File: src/rtl/oddlut_mul.sv
module oddlut_mul #(
  parameter int          CW   = 8,
  parameter int unsigned COEF = 13
) (
  input  logic          clk,
  input  logic          rst,
  input  logic          in_valid,
  input  logic [4:0]    in_x,
  output logic          out_valid,
  output logic [CW+4:0] out_prod
);
  localparam int PW = CW + 5;
  localparam int TW = CW + 4;
  localparam logic [PW-1:0] C16 = PW'(COEF) << 4;

  logic [4:0] x_q;
  logic       v_q;

  always_ff @(posedge clk) begin
    if (rst) begin
      x_q <= '0;
      v_q <= 1'b0;
    end else begin
      v_q <= in_valid;
      if (in_valid) x_q <= in_x;
    end
  end

  // shift control: trailing zeros of the low nibble, capped at 3
  logic [3:0] nib;
  logic       s1, s0;
  logic [1:0] sh;
  assign nib = x_q[3:0];
  assign s1  = ~(nib[0] | nib[1]);
  assign s0  = ~(nib[0] | ~(nib[1] | ~nib[2]));
  assign sh  = {s1, s0};

  // table address: odd part index, or the zero word at 8
  logic [3:0] odd_part;
  logic [3:0] addr;
  assign odd_part = nib >> sh;
  assign addr     = (nib == 4'd0) ? 4'd8 : {1'b0, odd_part[3:1]};

  logic [TW-1:0] tbl [16];
  for (genvar g = 0; g < 16; g++) begin : g_tbl
    if (g < 8) begin : g_odd
      assign tbl[g] = TW'((2 * g + 1) * COEF);
    end else begin : g_zero
      assign tbl[g] = '0;
    end
  end

  logic [TW-1:0] word;
  logic [PW-1:0] shifted;
  logic [PW-1:0] sum;
  assign word    = tbl[addr];
  assign shifted = PW'(word) << sh;
  assign sum     = shifted + (x_q[4] ? C16 : '0);

  always_ff @(posedge clk) begin
    if (rst) begin
      out_valid <= 1'b0;
      out_prod  <= '0;
    end else begin
      out_valid <= v_q;
      if (v_q) out_prod <= sum;
    end
  end
endmodule

File: config.mk
export PLATFORM = sky130hd
export DESIGN_NAME = oddlut_mul
export DESIGN_NICKNAME = d
export VERILOG_FILES = /design/src/rtl/oddlut_mul.sv
export SDC_FILE = /design/constraint.sdc
export NUM_CORES = 1
export LEC_CHECK = 0
export BUFFER_PORTS_ARGS = -buffer_cell sky130_fd_sc_hd__buf_4
export CORE_MARGIN = 5
export CORE_UTILIZATION = 55
export CTS_BUF_LIST = sky130_fd_sc_hd__clkbuf_4 sky130_fd_sc_hd__clkbuf_8
export DETAILED_ROUTE_END_ITERATION = 8
export GPL_TIMING_DRIVEN = 1
export PLACE_DENSITY_LB_ADDON = 0.1
export SLEW_MARGIN = 20
export SYNTH_ARGS = -nofsm -noshare
export SYNTH_HDL_FRONTEND = slang
export SYNTH_SLANG_ARGS = --single-unit
File: constraint.sdc
create_clock -name clk -period 8.9 [get_ports clk]
set_input_delay 0.89 -clock clk [delete_from_list [all_inputs] [get_ports clk]]
set_output_delay 0.89 -clock clk [all_outputs]
set_load 0.02 [all_outputs]
Word-level counts from Yosys, hierarchy flattened
Memories as Yosys holds them, arrays and structs flattened.
Index checks and enable logic that the tools add are counted.
- bits in registers: 20
- bits in latches: 0
- RAM bits: 0
- bits in read-only memories: 192
- input port bits: 8
- word-level logic and storage cells: 22
- memories kept: 1
- add/subtract/negate cells: 1
- $mul: 0
- div/mod/pow operators: 0
- magnitude comparators: 1
- equal/unequal tests: 0
- shift-type cells: 2
- mux-type cells: 4
- bitwise operators: 8
- reduce and logical (&&, ||, !) cells: 1
- memories (memory ; depth ; width ; read ports ; clocked after memory_dff ; wr ports ; line ; text):
    (no name shown) ; 16 ; 12 ; 1 ; 0 ; 0 ; 56 ; assign word = tbl[addr];
- operator list (kind ; number):
    12-bit 2-to-1 mux ; 2
    13-bit by 8-bit adder with 13-bit output ; 1
    12-bit by 2-bit left shift with 13-bit output ; 1
    8-bit 2-to-1 mux ; 1
    5-bit >= comparator (second input constant) ; 1
    4-bit inverter with 5-bit output ; 1
    4-bit logical NOT ; 1
    4-bit 2-to-1 mux ; 1
    1-bit inverter ; 4
    4-bit by 2-bit right shift with 4-bit output ; 1
    1-bit bitwise OR ; 3

Longest topological paths before layout
Gate-level depths: netlist of run 1.
- depth in word-level cells: 13
- depth in mapped cells: 16

Worst setup path before layout of run 1
Ideal clock, no wire load.
- path type: reg-to-reg
- start: reg x_q[1]
- end: reg out_prod[7]
- arrival time: 2.751 ns
- setup slack: 6.070 ns
- stages on the path, launching flop included: 14
- path through: dfxtp_1 > clkbuf_1 > nand2_1 > o21ai_0 > inv_1 > ha_1 > and2b_1 > o21ai_2 > a31oi_1 > a21oi_1 > o22ai_1 > ha_1 > or3b_2 > o221ai_2
- longest elaborated chain between the ends: 12
- elaborated cells between the ends (all ways): 15
- classes of those cells: add/sub: 1; shift: 2; mux: 3; bitwise: 7; reduce/logical: 1; memory: 1
- RTL lines (element ; line ; text):
    from (decl) ; 16 ; logic [4:0] x_q;
    from (signal assigned) ; 25 ; if (in_valid) x_q <= in_x;
    1-bit bitwise OR ; 35 ; assign s0 = ~(nib[0] | ~(nib[1] | ~nib[2]));
    1-bit inverter ; 35 ;
    1-bit bitwise OR ; 35 ;
    1-bit inverter ; 35 ;
    4-bit by 2-bit right shift with 4-bit output ; 41 ; assign odd_part = nib >> sh;
    4-bit 2-to-1 mux ; 42 ; assign addr = (nib == 4'd0) ? 4'd8 : {1'b0, odd_part[3:1]};
    4-bit inverter with 5-bit output (not written as such) ; 56 ;
    memory read 16 x 12 bit ; n/a ;
    12-bit 2-to-1 mux (not written as such) (2 in series) ; 56 ;
    12-bit by 2-bit left shift with 13-bit output (*) ; 57 ; assign shifted = PW'(word) << sh;
    13-bit by 8-bit adder with 13-bit output (*) ; 58 ; assign sum = shifted + (x_q[4] ? C16 : '0);
    to (signal assigned) ; 66 ; if (v_q) out_prod <= sum;
    to (decl) ; 10 ; output logic [CW+4:0] out_prod
Every way passes the cells marked *; elsewhere a longest branch is shown, timed or not. The select of a mux whose other input is x is not followed.
A chain may end at the register's enable or synchronous reset.

Final worst setup path of run 1
- start: reg x_q[0]
- end: reg out_prod[7]
- longest elaborated chain between the ends: 10
- elaborated cells between the ends (all ways): 13
- classes of those cells: add/sub: 1; shift: 2; mux: 3; bitwise: 5; reduce/logical: 1; memory: 1
- RTL lines (element ; line):
    1-bit bitwise OR, on equally long branches ; 35, 34
    1-bit inverter, on equally long branches ; 35, 34
    4-bit by 2-bit right shift with 4-bit output ; 41
    4-bit 2-to-1 mux ; 42
    4-bit inverter with 5-bit output (not written as such) ; 56
    memory read 16 x 12 bit ; n/a
    12-bit 2-to-1 mux (not written as such) (2 in series) ; 56
    12-bit by 2-bit left shift with 13-bit output (*) ; 57
    13-bit by 8-bit adder with 13-bit output (*) ; 58
Marks and branches as above.

==> summary.md, run 1 <==
| Metric | Value |
|---|---|
| Area delta synth->final | `12.9%` |
| RSZ-0062 raised after global routing | `false` |
| Max-Cap Viols | `0` |
| Combinational Power Share | `20.6%` |
| Origin of the critical flop-to-flop path | `x_q[0]$_SDFFE_PP0P_` |
| Max clock buf depth | `2` |
| Clock Latency Late Sink | `290 ps` |
| Drt total wl | `2160 um` |
| Fin nets | `156` |
| Status | `completed` |
| Post-Place Cells | `161` |
| Gpl congestion | `0.810` |
| Sequential area share after synthesis | `33.5%` |
| Chip Height | `55.5 um` |
| Synthesized flop and latch total | `19` |
| Setup TNS | `0 ps` |
| Layout cells sized above 1 | `24.6%` |
| Worst path arrival time | `3370 ps` |
| Diode count | `0` |
| Int Pwr | `123 uW` |
| Pre-CTS WS | `5810 ps` |
| Clock network fraction of design power | `24.7%` |
| Leakage power | `0.553 nW` |
| Min-delay src | `out_prod[10]$_SDFFE_PP0P_` |
| Setup Skew | `4.96 ps` |
| Crit. End Element | `flip-flop` |
| Internal reg-to-reg setup slack | `5760 ps` |
| CTS Sinks | `19` |
| Initial DRC count | `23` |
| Final Cycle Share | `35.3%` |
| Yosys warning total | `0` |
| Hold path endpoint | `out_prod[10]$_SDFFE_PP0P_` |
| Initial antenna violation count | `0` |
| Full die area | `0.00307 sq mm` |
| CTS Buf Count | `3` |
| Vias per cell | `5.41` |
| Crit path max fanout | `19` |
| Fmax | `318 MHz` |
| Area leader, netlist | `dfxtp_1` |
| Reg-to-reg endpoint | `out_prod[7]$_SDFFE_PP0P_` |
| Post-Syn Nets | `142` |
| Hold Fails Final Rpt | `0` |
| CP Class | `flip-flop to flip-flop` |
| Mean post-synth cell area | `9.09 sq um` |
| Worst IR Drop VDD | `0.0000947 V` |
| I/O pin count | `22` |
| DRT antenna net count | `0` |
| Worst Tran Pin Value | `685 ps` |
| DR DRC count | `0` |
| Synth unique cells | `39` |
| Overflow after GRT | `0` |
| Pins Over Slew Limit | `0` |
| Core area | `0.00196 sq mm` |
| DP Wirelength | `1600 um` |
| EDFF count, synth | `0` |
| Hold Crit Class | `flip-flop to flip-flop` |
| Hold depth | `1` |
| Sw frac | `29.7%` |
| CTS Hold Buffers Added | `0` |
| Global-route wire length before repair | `3690 um` |
| Post-CTS Resized | `0` |
| Final Util | `65.4%` |
| Htree depth | `1` |
| CTS tree | `yes` |
| Total GRT Usage | `14.5%` |
| Initial core utilization | `57.9%` |
| FFs w/ async S/R, synth | `0%` |
| Final Power | `175 uW` |
| Top-area cell type share of the netlist area | `33.5%` |
| Prevailing post-synth register cell | `dfxtp_1` |
| Pin count of the biggest net entering global routing | `22` |
| Final setup fails | `0` |
| Post-DR wirelength/cell | `13.1 um` |
| Worst Setup Start Kind | `flip-flop` |
| Synth Instances | `125` |
| Fillers | `193` |
| Rows | `16` |
| PD cells | `136 mW/mm^2` |
| Slew HR | `54.3%` |
| Post-layout minimum cycle time | `3140 ps` |
| Top cells by area, synth | `dfxtp_1 (33%), ha_1 (9.9%), mux2i_1 (8.8%)` |
| Final WS setup | `5760 ps` |
| First-pass detailed-route iteration total | `6` |
| WP data required | `9130 ps` |
| Port Buffer Count | `20` |
| Synthesized area | `0.00114 sq mm` |
| Net Sw Power | `51.9 uW` |
| CTS clk-pin slew, worst paths | `110 ps` |
| Die Span X | `55.5 um` |
| Flop pwr share | `54.7%` |
| Worst R2R Path Depth | `12` |
| Vias in the first global route | `832` |
| Setup Buffers After CTS | `0` |
| Total number of vias | `893` |
| Root Driver | `clkbuf_4` |
| Non-Filler Instances | `165` |
-- registers in the layout (all words and copies together) (netlist names) --
register   cells
out_prod      12
out_valid      1
x_q            5
v_q            1
-- Yosys cell counts (all sizes together) (2+ instances only) --
cell	count
a211oi	3
a21oi	5
a31oi	2
buf	6
clkbuf	5
dfxtp	19
ha	9
inv	3
mux2i	10
nand2	7
nand3	2
nand3b	2
nor2	15
nor2b	8
nor3b	2
o21ai	5
o22ai	3
or2	2
xnor2	3
-- logic make-up after synthesis --
logic type	share of synthesized area, %
simple gates	19.9
compound gates	16.7
flops	33.5
buf+inv	6.72
mux	9.80
fa+ha+maj	9.91
xor+xnor	3.08
other cells	0.330
-- power by group through the flow --
| stage | clock [mW] | sequential, mW | combinational (mW) |
|---|---|---|---|
| after floorplan | 0 | 0.0956 | 0.0289 |
| after global placement | 0 | 0.0975 | 0.0349 |
| after detailed placement | 0 | 0.0977 | 0.0359 |
| after CTS | 0.0446 | 0.0958 | 0.0362 |
| after global routing | 0.0500 | 0.0968 | 0.0395 |
| final | 0.0432 | 0.0958 | 0.0360 |
-- placed cells by master (no fill, tap or decap), types with 3 or more instances in the layout --
cell | synthesis | layout
nand2_1 | 7 | 7
buf_4 | 2 | 20
dfxtp_1 | 19 | 19
clkbuf_4 | 0 | 3
mux2i_1 | 10 | 10
o21ai_0 | 3 | 3
a21oi_1 | 4 | 4
a211oi_1 | 3 | 3
xnor2_1 | 3 | 3
inv_1 | 3 | 3
nor2b_1 | 7 | 7
nor2_1 | 15 | 15
ha_1 | 9 | 9
o22ai_1 | 3 | 3
-- routing by layer --
layer	GRT usage (%)	vias to the layer above	part of all wire [%]
met3	2.33	4	5.0
met1	18.9	407	47
met4	6.60	0	1.8
li1	-	459	-
met5	0	-	0
met2	23.1	23	46
-- layout make-up --
| type | instances | area (sq um) | area share (%) |
|---|---|---|---|
| multi-input combinational | 92 | 679 | 53.0 |
| sequential | 19 | 380 | 29.7 |
| timing repair buffer | 20 | 150 | 11.7 |
| tap | 27 | 33.8 | 2.63 |
| clock buffer | 3 | 22.5 | 1.76 |
| inverter | 3 | 11.3 | 0.878 |
| clock inverter | 1 | 5.00 | 0.390 |
-- worst max-delay path, cell delays in order, from the launching register on --
cell and delay (ps):
dfxtp_1 720, nor2b_1 100, o22ai_1 250, inv_1 100, ha_1 240, and2b_1 180
o21ai_2 140, a31oi_1 100, a21oi_1 150, o22ai_1 130, ha_1 360, or3b_2 490
o221ai_2 120
-- metrics by stage --
stage	area (sq um)	hold WS [ps]
after floorplan	1140	542
after global placement	1250	464
after detailed placement	1250	467
after CTS	1280	483
after global routing	1280	501
final	1280	481
-- worst max-delay path by stage --
| stage | from | to |
|---|---|---|
| floorplan | x_q[1]$_SDFFE_PP0P_ | out_prod[7]$_SDFFE_PP0P_ |
| global placement | x_q[1]$_SDFFE_PP0P_ | out_prod[7]$_SDFFE_PP0P_ |
| detailed placement | x_q[0]$_SDFFE_PP0P_ | out_prod[7]$_SDFFE_PP0P_ |
| CTS | x_q[0]$_SDFFE_PP0P_ | out_prod[7]$_SDFFE_PP0P_ |
| global route | x_q[0]$_SDFFE_PP0P_ | out_prod[8]$_SDFFE_PP0P_ |
| finish | x_q[0]$_SDFFE_PP0P_ | out_prod[7]$_SDFFE_PP0P_ |
Power figures use the tool's default switching activity.
==> run 2, diff against run 1 <==
clock period = 3 ns   (was 8.9 ns; I/O delays follow)
==> run 2 against run 1 <==
  * Cell count up 3.0%
  * Combinational power rose to 3.4 times the previous value
  * Critical path depth up 1
  * Clock-buffer cell count stayed put
  * Sequential power increased to 2.9 times the previous value
  * Register-to-register slack lost 5500 ps
  * Non-clock buffer count up 5
  * Sequential share of layout area decreased by 0.78 points
  * Via count up 2.6%
==> summary.md, run 2 (same netlist as run 1, synthesis figures left out) <==
| Metric | Value |
|---|---|
| Status | `completed` |
| Metal-1 WL | `1050 um (+3.7%)` |
| Vias per cell | `5.39 (-0.44%)` |
| Die Span X | `55.5 um (unchanged)` |
| Worst path arrival time | `2990 ps (-380 ps)` |
| Final Cycle Share | `91.7% (+56 points)` |
| Full die area | `0.00307 sq mm (unchanged)` |
| Worst IR Drop VDD | `0.000352 V (+270%)` |
| Hold Fails Final Rpt | `0 (unchanged)` |
| Final setup fails | `0 (unchanged)` |
| Flop pwr share | `52.4% (-2.3 points)` |
| CTS Hold Buffers Added | `0 (unchanged)` |
| CTS tree | `yes` |
| CTS Buf Count | `3 (unchanged)` |
| Total number of vias | `916 (+2.6%)` |
| RSZ-0062 raised after global routing | `false` |
| Setup Skew | `10.4 ps (+5.47 ps)` |
| Overflow after GRT | `0 (unchanged)` |
| Met3 wire length | `114 um (+6.5%)` |
| WP data required | `3240 ps (-5890 ps)` |
| DR WL met2 | `1050 um (+5.0%)` |
| Initial DRC count | `22 (-4.3%)` |
| Clock Latency Late Sink | `300 ps (about the same)` |
| Worst-path cell chain | `buf_4 -> nand2_1 -> o21ai_1 -> inv_1 -> ha_1 -> and2b_1 -> o21ai_2 -> a31oi_1 -> a21oi_1 -> o22ai_1 -> ha_1 -> or3b_2 -> o221ai_2` |
| CTS Sinks | `19 (unchanged)` |
| Origin of the critical flop-to-flop path | `x_q[0]$_SDFFE_PP0P_` |
| Core area | `0.00196 sq mm (unchanged)` |
| Initial core utilization | `57.9% (unchanged)` |
| Post-layout minimum cycle time | `2750 ps (-389 ps)` |
| Layout cells sized above 1 | `28.0% (+3.3 points)` |
| Pre-CTS WS | `168 ps (-5640 ps)` |
| Htree depth | `1 (unchanged)` |
| Setup TNS | `0 ps (unchanged)` |
| Setup Buffers After CTS | `0 (unchanged)` |
| CP Class | `flip-flop to flip-flop` |
| Worst Setup Start Kind | `flip-flop` |
| Critical path's most frequent cell | `ha_1` |
| Diode count | `0 (unchanged)` |
| Slowest cell on crit path | `or3b_2` |
| Crit path max fanout | `7 (-12)` |
| Net Sw Power | `156 uW (+200%)` |
| Initial antenna violation count | `0 (unchanged)` |
| Fin nets | `161 (+3.2%)` |
| Top reg by flops | `out_prod` |
| Slew HR | `52.9% (-1.4 points)` |
| Post-CTS Resized | `0 (unchanged)` |
| Final Util | `67.3% (+2.0 points)` |
| Most common cell after layout, fill and taps aside | `buf_4` |
| Root Driver | `clkbuf_4` |
| First-pass detailed-route iteration total | `5 (-1)` |
| Top Registers | `out_prod x12, x_q x5` |
| Vias in the first global route | `866 (+4.1%)` |
| Pins Over Slew Limit | `0 (unchanged)` |
| Final WS setup | `249 ps (-5510 ps)` |
| Total GRT Usage | `15.5% (+1.0 points)` |
| Internal reg-to-reg setup slack | `250 ps (-5510 ps)` |
| Worst R2R Path Depth | `13 (+1)` |
| Drt total wl | `2240 um (+3.8%)` |
| Global-route wire length before repair | `3900 um (+5.6%)` |
| DP Wirelength | `1730 um (+8.2%)` |
| Rows | `16 (unchanged)` |
| Area delta synth->final | `16.3%` |
| PD cells | `398 mW/mm^2 (+190%)` |
| CP max stage delay | `490 ps (-230 ps)` |
| Max reg flops | `12 (unchanged)` |
| Crit. End Element | `flip-flop` |
| Fmax | `363 MHz (+14%)` |
| Max-Cap Viols | `0 (unchanged)` |
| Clock network fraction of design power | `24.6% (about the same)` |
| Combinational Power Share | `23.0% (+2.4 points)` |
| Sw frac | `29.6% (-0.047 points)` |
| Max clock buf depth | `2 (unchanged)` |
| Leakage power | `0.580 nW (+4.9%)` |
| Chip Height | `55.5 um (unchanged)` |
| Gpl congestion | `0.867 (+7.0%)` |
| End of the critical path | `out_prod[7]$_SDFFE_PP0P_` |
| DRT antenna net count | `0 (unchanged)` |
| DR DRC count | `0 (unchanged)` |
| Most frequent cells in the layout | `buf_4 (25), dfxtp_1 (18), nor2_1 (15)` |
| Port Buffer Count | `20 (unchanged)` |
| I/O pin count | `22 (unchanged)` |
| Worst Tran Pin Value | `706 ps (+21.4 ps)` |
| Post-DR wirelength/cell | `13.2 um (+0.80%)` |
| Hold Crit Class | `primary input to flip-flop` |
| Critical path origin | `x_q[0]$_SDFFE_PP0P_` |
| Int Pwr | `370 uW (+200%)` |
| Max Used Layer | `met4` |
| Pin count of the biggest net entering global routing | `22 (unchanged)` |
| CTS clk-pin slew, worst paths | `110 ps (about the same)` |
| Reg-to-reg endpoint | `out_prod[7]$_SDFFE_PP0P_` |
[run 2: final cells by class]
type / instances / area, sq um
clock buffer: 3 / 22.5
clock inverter: 1 / 5.00
fill: 179 / 641
inverter: 3 / 11.3
multi-input combinational: 92 / 679
sequential: 19 / 382
tap: 27 / 33.8
timing repair buffer: 25 / 188
[run 2: worst min path at each step]
stage                                         start                   endpoint  slack, ps  cells past startpoint
after detailed placement  out_prod[10]$_SDFFE_PP0P_  out_prod[10]$_SDFFE_PP0P_        470                      1
final                                       in_x[3]        x_q[3]$_SDFFE_PP0P_        240                      3
after global routing                        in_x[2]        x_q[2]$_SDFFE_PP0P_        240                      3
after floorplan                             in_x[0]        x_q[0]$_SDFFE_PP0P_        450                      2
after CTS                                   in_x[3]        x_q[3]$_SDFFE_PP0P_        230                      3
after global placement    out_prod[11]$_SDFFE_PP0P_  out_prod[11]$_SDFFE_PP0P_        460                      1
[run 2: worst max-delay path: cells and delay by family, from the launching register on]
family,cells,cell delay (ps)
flops,1,390
buf+inv,2,250
simple gates,3,730
compound gates,6,710
fa+ha+maj,2,610
[run 2: stage by stage]
| stage | cells | hold WS [ps] | area [sq um] | power [mW] |
|---|---|---|---|---|
| 6_report | 170 | 235 | 1320 | 0.526 |
| 5_1_grt | 170 | 237 | 1320 | 0.560 |
| 4_1_cts | 170 | 230 | 1320 | 0.533 |
| 3_5_place_dp | 166 | 468 | 1290 | 0.402 |
| 3_3_place_gp | 166 | 464 | 1290 | 0.399 |
| 2_1_floorplan | 125 | 447 | 1140 | 0.369 |
[run 2: routing by layer]
metal	vias up	track usage (%)
met5	-	0
met4	0	6.94
met3	4	4.20
met2	22	24.5
met1	420	19.5
li1	470	-
[run 2: power by group through the flow]
stage | combinational [mW] | clock (mW) | sequential [mW]
after detailed placement | 0.121 | 0 | 0.281
after global routing | 0.134 | 0.148 | 0.278
after CTS | 0.121 | 0.136 | 0.276
after floorplan | 0.0858 | 0 | 0.284
final | 0.121 | 0.129 | 0.276
after global placement | 0.118 | 0 | 0.281
